`config.mk`:
```
export PLATFORM = sky130hd
export DESIGN_NAME = lcd_line_timer
export DESIGN_NICKNAME = d
export VERILOG_FILES = /design/src/rtl/lcd_tmg_pkg.sv /design/src/rtl/lcd_scan_fsm.sv /design/src/rtl/lcd_cpu_status.sv /design/src/rtl/lcd_line_timer.sv
export SDC_FILE = /design/constraint.sdc
export NUM_CORES = 1
export LEC_CHECK = 0
export ABC_AREA = 0
export BUFFER_PORTS_ARGS = -buffer_cell sky130_fd_sc_hd__clkbuf_2
export CAP_MARGIN = 40
export CELL_PAD_IN_SITES_DETAIL_PLACEMENT = 0
export CELL_PAD_IN_SITES_GLOBAL_PLACEMENT = 1
export CORE_AREA = 2 2 88 90
export DETAILED_ROUTE_END_ITERATION = 8
export DIE_AREA = 0 0 90 92
export PLACE_DENSITY_LB_ADDON = 0.1
export SYNTH_ARGS = -nofsm -noshare
export SYNTH_HDL_FRONTEND = slang
export SYNTH_SLANG_ARGS = --single-unit
export TNS_END_PERCENT = 1
```
`constraint.sdc`:
```
create_clock -name clk -period 4.7 [get_ports clk]
set_input_delay 0.705 -clock clk [delete_from_list [all_inputs] [get_ports clk]]
set_output_delay 0.705 -clock clk [all_outputs]
set_load 0.01 [all_outputs]
```
`src/rtl/lcd_tmg_pkg.sv`:
```
package lcd_tmg_pkg;
    localparam int LINE_W = 9;

    typedef enum logic [0:0] {
        SCAN_DRAW   = 1'b0,
        SCAN_HBLANK = 1'b1
    } scan_state_t;

    localparam logic [1:0] SEL_STAT    = 2'd0;
    localparam logic [1:0] SEL_CMP     = 2'd1;
    localparam logic [1:0] SEL_LINE_LO = 2'd2;
    localparam logic [1:0] SEL_LINE_HI = 2'd3;
endpackage

```
`src/rtl/lcd_scan_fsm.sv`:
```
module lcd_scan_fsm
    import lcd_tmg_pkg::*;
#(
    parameter int ACTIVE_CYC  = 1536,
    parameter int HBLANK_CYC  = 594,
    parameter int HFLAG_DELAY = 70,
    parameter int VIS_LINES   = 192,
    parameter int TOTAL_LINES = 263,
    localparam int LINE_CYC   = ACTIVE_CYC + HBLANK_CYC,
    localparam int CNT_W      = $clog2(LINE_CYC)
) (
    input  logic              clk,
    input  logic              rst,
    output scan_state_t       state_q,
    output logic [CNT_W-1:0]  cnt_q,
    output logic [LINE_W-1:0] line_q,
    output logic [LINE_W-1:0] line_next,
    output logic              line_wrap,
    output logic              vblank_flag,
    output logic              hblank_flag,
    output logic              hdma_q
);
    localparam logic [CNT_W-1:0]  DRAW_LAST = CNT_W'(ACTIVE_CYC - 1);
    localparam logic [CNT_W-1:0]  LINE_LAST = CNT_W'(LINE_CYC - 1);
    localparam logic [CNT_W-1:0]  HFLAG_AT  = CNT_W'(ACTIVE_CYC + HFLAG_DELAY);
    localparam logic [LINE_W-1:0] VIS_L     = LINE_W'(VIS_LINES);
    localparam logic [LINE_W-1:0] LAST_LINE = LINE_W'(TOTAL_LINES - 1);
    localparam logic [LINE_W-1:0] VB_LAST   = LINE_W'(TOTAL_LINES - 2);

    scan_state_t      state_d;
    logic [CNT_W-1:0] cnt_d;
    logic             draw_done;

    // state register
    always_ff @(posedge clk) begin
        if (rst) begin
            state_q <= SCAN_DRAW;
            cnt_q   <= '0;
            line_q  <= '0;
            hdma_q  <= 1'b0;
        end else begin
            state_q <= state_d;
            cnt_q   <= cnt_d;
            hdma_q  <= draw_done && (line_q < VIS_L);
            if (line_wrap) begin
                line_q <= line_next;
            end
        end
    end

    // next state and transitions
    always_comb begin
        state_d   = state_q;
        cnt_d     = cnt_q + 1'b1;
        draw_done = 1'b0;
        line_wrap = 1'b0;
        unique case (state_q)
            SCAN_DRAW: begin
                if (cnt_q == DRAW_LAST) begin
                    draw_done = 1'b1;
                    state_d   = SCAN_HBLANK;
                end
            end
            SCAN_HBLANK: begin
                if (cnt_q == LINE_LAST) begin
                    line_wrap = 1'b1;
                    state_d   = SCAN_DRAW;
                    cnt_d     = '0;
                end
            end
        endcase
    end

    // outputs
    always_comb begin
        line_next   = (line_q == LAST_LINE) ? '0 : line_q + 1'b1;
        vblank_flag = (line_q >= VIS_L) && (line_q <= VB_LAST);
        hblank_flag = (state_q == SCAN_HBLANK) && (cnt_q >= HFLAG_AT);
    end
endmodule

```
`src/rtl/lcd_cpu_status.sv`:
```
module lcd_cpu_status
    import lcd_tmg_pkg::*;
#(
    parameter int VIS_LINES = 192
) (
    input  logic              clk,
    input  logic              rst,
    input  logic              wr,
    input  logic [1:0]        addr,
    input  logic [7:0]        wdata,
    output logic [7:0]        rdata,
    input  logic [LINE_W-1:0] line_q,
    input  logic [LINE_W-1:0] line_next,
    input  logic              line_wrap,
    input  logic              vblank_flag,
    input  logic              hblank_flag,
    output logic              match_q,
    output logic              vb_irq_q,
    output logic              mt_irq_q
);
    localparam logic [LINE_W-1:0] VIS_L = LINE_W'(VIS_LINES);

    logic [2:0]        en_q;
    logic [LINE_W-1:0] cmp_q;
    logic              hit;

    assign hit = (line_next == cmp_q);

    always_ff @(posedge clk) begin
        if (rst) begin
            en_q     <= '0;
            cmp_q    <= '0;
            match_q  <= 1'b0;
            vb_irq_q <= 1'b0;
            mt_irq_q <= 1'b0;
        end else begin
            vb_irq_q <= 1'b0;
            mt_irq_q <= 1'b0;
            if (line_wrap) begin
                match_q  <= hit;
                mt_irq_q <= hit && en_q[2];
                vb_irq_q <= (line_next == VIS_L) && en_q[0];
            end
            if (wr) begin
                unique case (addr)
                    SEL_STAT: begin
                        en_q     <= wdata[5:3];
                        cmp_q[8] <= wdata[7];
                    end
                    SEL_CMP:     cmp_q[7:0] <= wdata;
                    SEL_LINE_LO: ;
                    SEL_LINE_HI: ;
                endcase
            end
        end
    end

    always_comb begin
        unique case (addr)
            SEL_STAT:    rdata = {cmp_q[8], 1'b0, en_q, match_q, hblank_flag, vblank_flag};
            SEL_CMP:     rdata = cmp_q[7:0];
            SEL_LINE_LO: rdata = line_q[7:0];
            SEL_LINE_HI: rdata = {7'b0, line_q[8]};
        endcase
    end
endmodule

```
`src/rtl/lcd_line_timer.sv`:
```
module lcd_line_timer
    import lcd_tmg_pkg::*;
#(
    parameter int N_CPU       = 2,
    parameter int ACTIVE_CYC  = 1536,
    parameter int HBLANK_CYC  = 594,
    parameter int HFLAG_DELAY = 70,
    parameter int VIS_LINES   = 192,
    parameter int TOTAL_LINES = 263,
    localparam int CNT_W      = $clog2(ACTIVE_CYC + HBLANK_CYC)
) (
    input  logic               clk,
    input  logic               rst,
    input  logic [N_CPU-1:0]   cpu_wr,
    input  logic [2*N_CPU-1:0] cpu_addr,
    input  logic [8*N_CPU-1:0] cpu_wdata,
    output logic [8*N_CPU-1:0] cpu_rdata,
    output logic [N_CPU-1:0]   vblank_irq,
    output logic [N_CPU-1:0]   match_irq,
    output logic               hblank_dma
);
    scan_state_t       state_q;
    logic [CNT_W-1:0]  cnt_q;
    logic [LINE_W-1:0] line_q;
    logic [LINE_W-1:0] line_next;
    logic              line_wrap;
    logic              vblank_flag;
    logic              hblank_flag;
    logic [N_CPU-1:0]  match_flag;

    lcd_scan_fsm #(
        .ACTIVE_CYC (ACTIVE_CYC),
        .HBLANK_CYC (HBLANK_CYC),
        .HFLAG_DELAY(HFLAG_DELAY),
        .VIS_LINES  (VIS_LINES),
        .TOTAL_LINES(TOTAL_LINES)
    ) u_fsm (
        .clk        (clk),
        .rst        (rst),
        .state_q    (state_q),
        .cnt_q      (cnt_q),
        .line_q     (line_q),
        .line_next  (line_next),
        .line_wrap  (line_wrap),
        .vblank_flag(vblank_flag),
        .hblank_flag(hblank_flag),
        .hdma_q     (hblank_dma)
    );

    for (genvar i = 0; i < N_CPU; i++) begin : g_cpu
        lcd_cpu_status #(
            .VIS_LINES(VIS_LINES)
        ) u_stat (
            .clk        (clk),
            .rst        (rst),
            .wr         (cpu_wr[i]),
            .addr       (cpu_addr[2*i +: 2]),
            .wdata      (cpu_wdata[8*i +: 8]),
            .rdata      (cpu_rdata[8*i +: 8]),
            .line_q     (line_q),
            .line_next  (line_next),
            .line_wrap  (line_wrap),
            .vblank_flag(vblank_flag),
            .hblank_flag(hblank_flag),
            .match_q    (match_flag[i]),
            .vb_irq_q   (vblank_irq[i]),
            .mt_irq_q   (match_irq[i])
        );
    end
endmodule

```
==> flow_summary.ini <==
[clock_tree]
postCtsSetupRepairBufs = 0
holdBufCountCts = 0
post_cts_resized = 0
clk_pin_slew_ns = 0.10
numCtsBuffers = 5
cts_sinks = 53
cts_root_buffer = clkbuf_8
clockBufferDepth = 2
insertion_delay_ns = 0.31
cts_tree = yes
htreeDepth = 2

[routing]
wl_per_cell_um = 16.8
postRouteAntennaNets = 0
vias = 2921
first_pass_iters = 4
drcViolationCount = 0
first_iter_violations = 150
routed_wirelength_um = 8750
avgViaCountPerCell = 5.60

[floorplanning]
die-area_um2 = 8280
ios = 45
initial_core_util_pct = 43.6
core_um2 = 7450
dieHeight_um = 92
fp.dieW_um = 90
num_rows = 32

[power_and_ir_drop]
p_clk_share_pct = 32.6
p_sw_share_pct = 26.1
p_sw_mw = 0.209
power_density_nw_per_um2 = 226
vdd_ir_drop_max_v = 0.0000911
p_int_mw = 0.592
pwr-share-seq_pct = 58.7
comb_power_share_pct = 8.7
p_leak_nw = 1.40

[cells_and_area]
fill_cells = 781
drive_gt1_share_pct = 13.8
fin_nets = 450
diodes = 0
areaGrowthSynthToFinish_pct = 9.33

[critical_path]
cpPeakStageDelay_ns = 0.74
cp.arrival_ns = 2.52
path_class = flip-flop to output pin
path_cells = inv_1, ha_1, inv_1, o211ai_1, nand4_1, o21ai_0, mux4_2, clkbuf_2
path_max_fanout = 15
critPathLaunchType = flip-flop
path_common_cell = inv_1
required_ns = 3.99
end_kind = output pin
cp_slowest_cell = dfxtp_1

[timing]
final.period_utilization_pct = 68.6
fin_crit_ns = 3.22
tightest_slew_ns = 0.877
slew_headroom_pct = 41.4
setup-violations-final = 0
skew_ns = 0.00758
hold_viol = 0
hold_slack_ns = 0.471
rsz0062_at_grt = no
setup_tns_ns = 0
maxSlewViolCount = 0
fmax_ghz = 0.310

[min_path]
hold_path.class = flip-flop to flip-flop

[run_status]
status = finished, final reports clean

[synthesis]
yosys-top-cells-area = dfxtp_1, mux2i_1, nand2_1
yosysTopAreaCellShare_pct = 32.7
syn-num-nets = 429
synth_top_area_cell = dfxtp_1
syn_avg_cell_area_um2 = 8.16
ys_types = 53
yosys-top-cells-count = dfxtp_1, nand2_1, nor2_1
ys_async_sr_fraction_pct = 0
syn_area_um2 = 3250
yosys_most_used_dff = dfxtp_1
synth_seq_cells = 53
ys_seq_area_share_pct = 32.7
synth_most_common_cell = dfxtp_1
synth-edff-count = 0
synth_cells = 398
yosys_warnings = 0

[global_route]
grt_antenna_before_repair = 0
grt_max_degree = 31
gr-usage-all-layers_pct = 21.3
grt_pass1_vias = 2706
grt-ovfl-total = 0
grt_pass1_wl_um = 14300

[place]
dpl.hpwl_um = 6250
gp_congestion = 0.861
portBuffers = 44

[flow_run]
max-cap-violations = 0
per-stage QoR:
stage / area [um^2] / cells / power, mW / util (%) / setup slack [ns]
floorplan: 3250 / 398 / 0.525 / - / 2.28
global placement: 3470 / 514 / 0.550 / 46.6 / 1.69
detailed placement: 3470 / 514 / 0.551 / 46.6 / 1.73
CTS: 3550 / 522 / 0.810 / 47.7 / 1.52
global route: 3550 / 522 / 0.832 / 47.7 / 1.38
finish: 3550 / 522 / 0.801 / 47.7 / 1.48
placed cells by master, fill, tap and decap left out, types with 3 or more instances in the layout:
master	n
a211oi_1	4
a21oi_1	18
and2_1	6
and3_1	8
clkbuf_2	44
clkbuf_8	5
dfxtp_1	53
ha_1	7
inv_1	7
mux2i_1	27
nand2_1	43
nand2b_1	4
nand3_1	20
nand3b_1	3
nand4_1	10
nor2_1	34
nor2b_1	5
nor3_1	8
nor3b_1	3
nor4b_1	5
o21a_1	4
o21ai_0	27
o31ai_1	4
or3_1	7
xnor2_1	11
xor2_1	17
state kept, by name, summed over array words and instances (netlist names):
| name | flops |
|---|---|
| g_cpu.u_stat.match_q | 2 |
| u_fsm.line_q | 9 |
| u_fsm.state_q | 1 |
| g_cpu.u_stat.cmp_q | 18 |
| u_fsm.hdma_q | 1 |
| g_cpu.u_stat.vb_irq_q | 2 |
| g_cpu.u_stat.mt_irq_q | 2 |
| u_fsm.cnt_q | 12 |
| g_cpu.u_stat.en_q | 6 |
power groups by stage:
stage	clock [mW]	combinational [mW]	sequential, mW
after global routing	0.281	0.0780	0.473
after global placement	0	0.0693	0.481
after CTS	0.269	0.0704	0.471
after floorplan	0	0.0482	0.477
final	0.261	0.0695	0.470
after detailed placement	0	0.0702	0.481
layer usage:
layer  vias to the layer above  track usage [%]  share of wire (%)
li1                       1460                -                  -
met1                      1375             30.3                 48
met2                        78             34.4                 46
met3                         8             2.55                4.6
met4                         0             5.13                1.2
met5                         -                0                  0
final timing paths:
path / start / endpoint / slack, ns / cells after the start
setup / recovery: u_fsm.line_q[1] / cpu_rdata[0] / 1.48 / 8
hold reg to reg: g_cpu[1].u_stat.match_q / g_cpu[1].u_stat.match_q / 0.47 / 1
setup reg to reg: u_fsm.line_q[0] / g_cpu[0].u_stat.mt_irq_q / 1.67 / 7
hold / removal: g_cpu[1].u_stat.match_q / g_cpu[1].u_stat.match_q / 0.47 / 1
final cells by class:
| cell class | count | area [um^2] | share of cell area (%) |
|---|---|---|---|
| repair buffers | 44 | 220 | 6.20 |
| inverters | 7 | 26.3 | 0.740 |
| clock buffers | 6 | 72.6 | 2.04 |
| well taps | 102 | 128 | 3.60 |
| clock inverters | 2 | 10.0 | 0.282 |
| flip-flops and latches | 53 | 1060 | 29.9 |
| multi-input cells | 308 | 2030 | 57.2 |
cells by family (layout without fill, tap and decap cells):
logic type | Yosys count | after routing | share of synthesized area, %
xor gates and xnor gates | 29 | 29 | 8.25
buffers and inverters | 37 | 59 | 4.74
AOI/OAI and AO/OA | 76 | 76 | 14.7
muxes | 30 | 30 | 10.1
and+or+nand+nor | 166 | 166 | 26.9
adders and majority gates | 7 | 7 | 2.70
DFF | 53 | 53 | 32.7
worst max-delay path: cells and delay by family (launching register included):
kind	cells	cell delay [ns]
fa+ha+maj	1	0.23
compound gates	2	0.21
simple gates	1	0.12
flops	1	0.74
mux	1	0.50
buf+inv	3	0.40
Note: power is estimated with default switching activity, not from simulation.
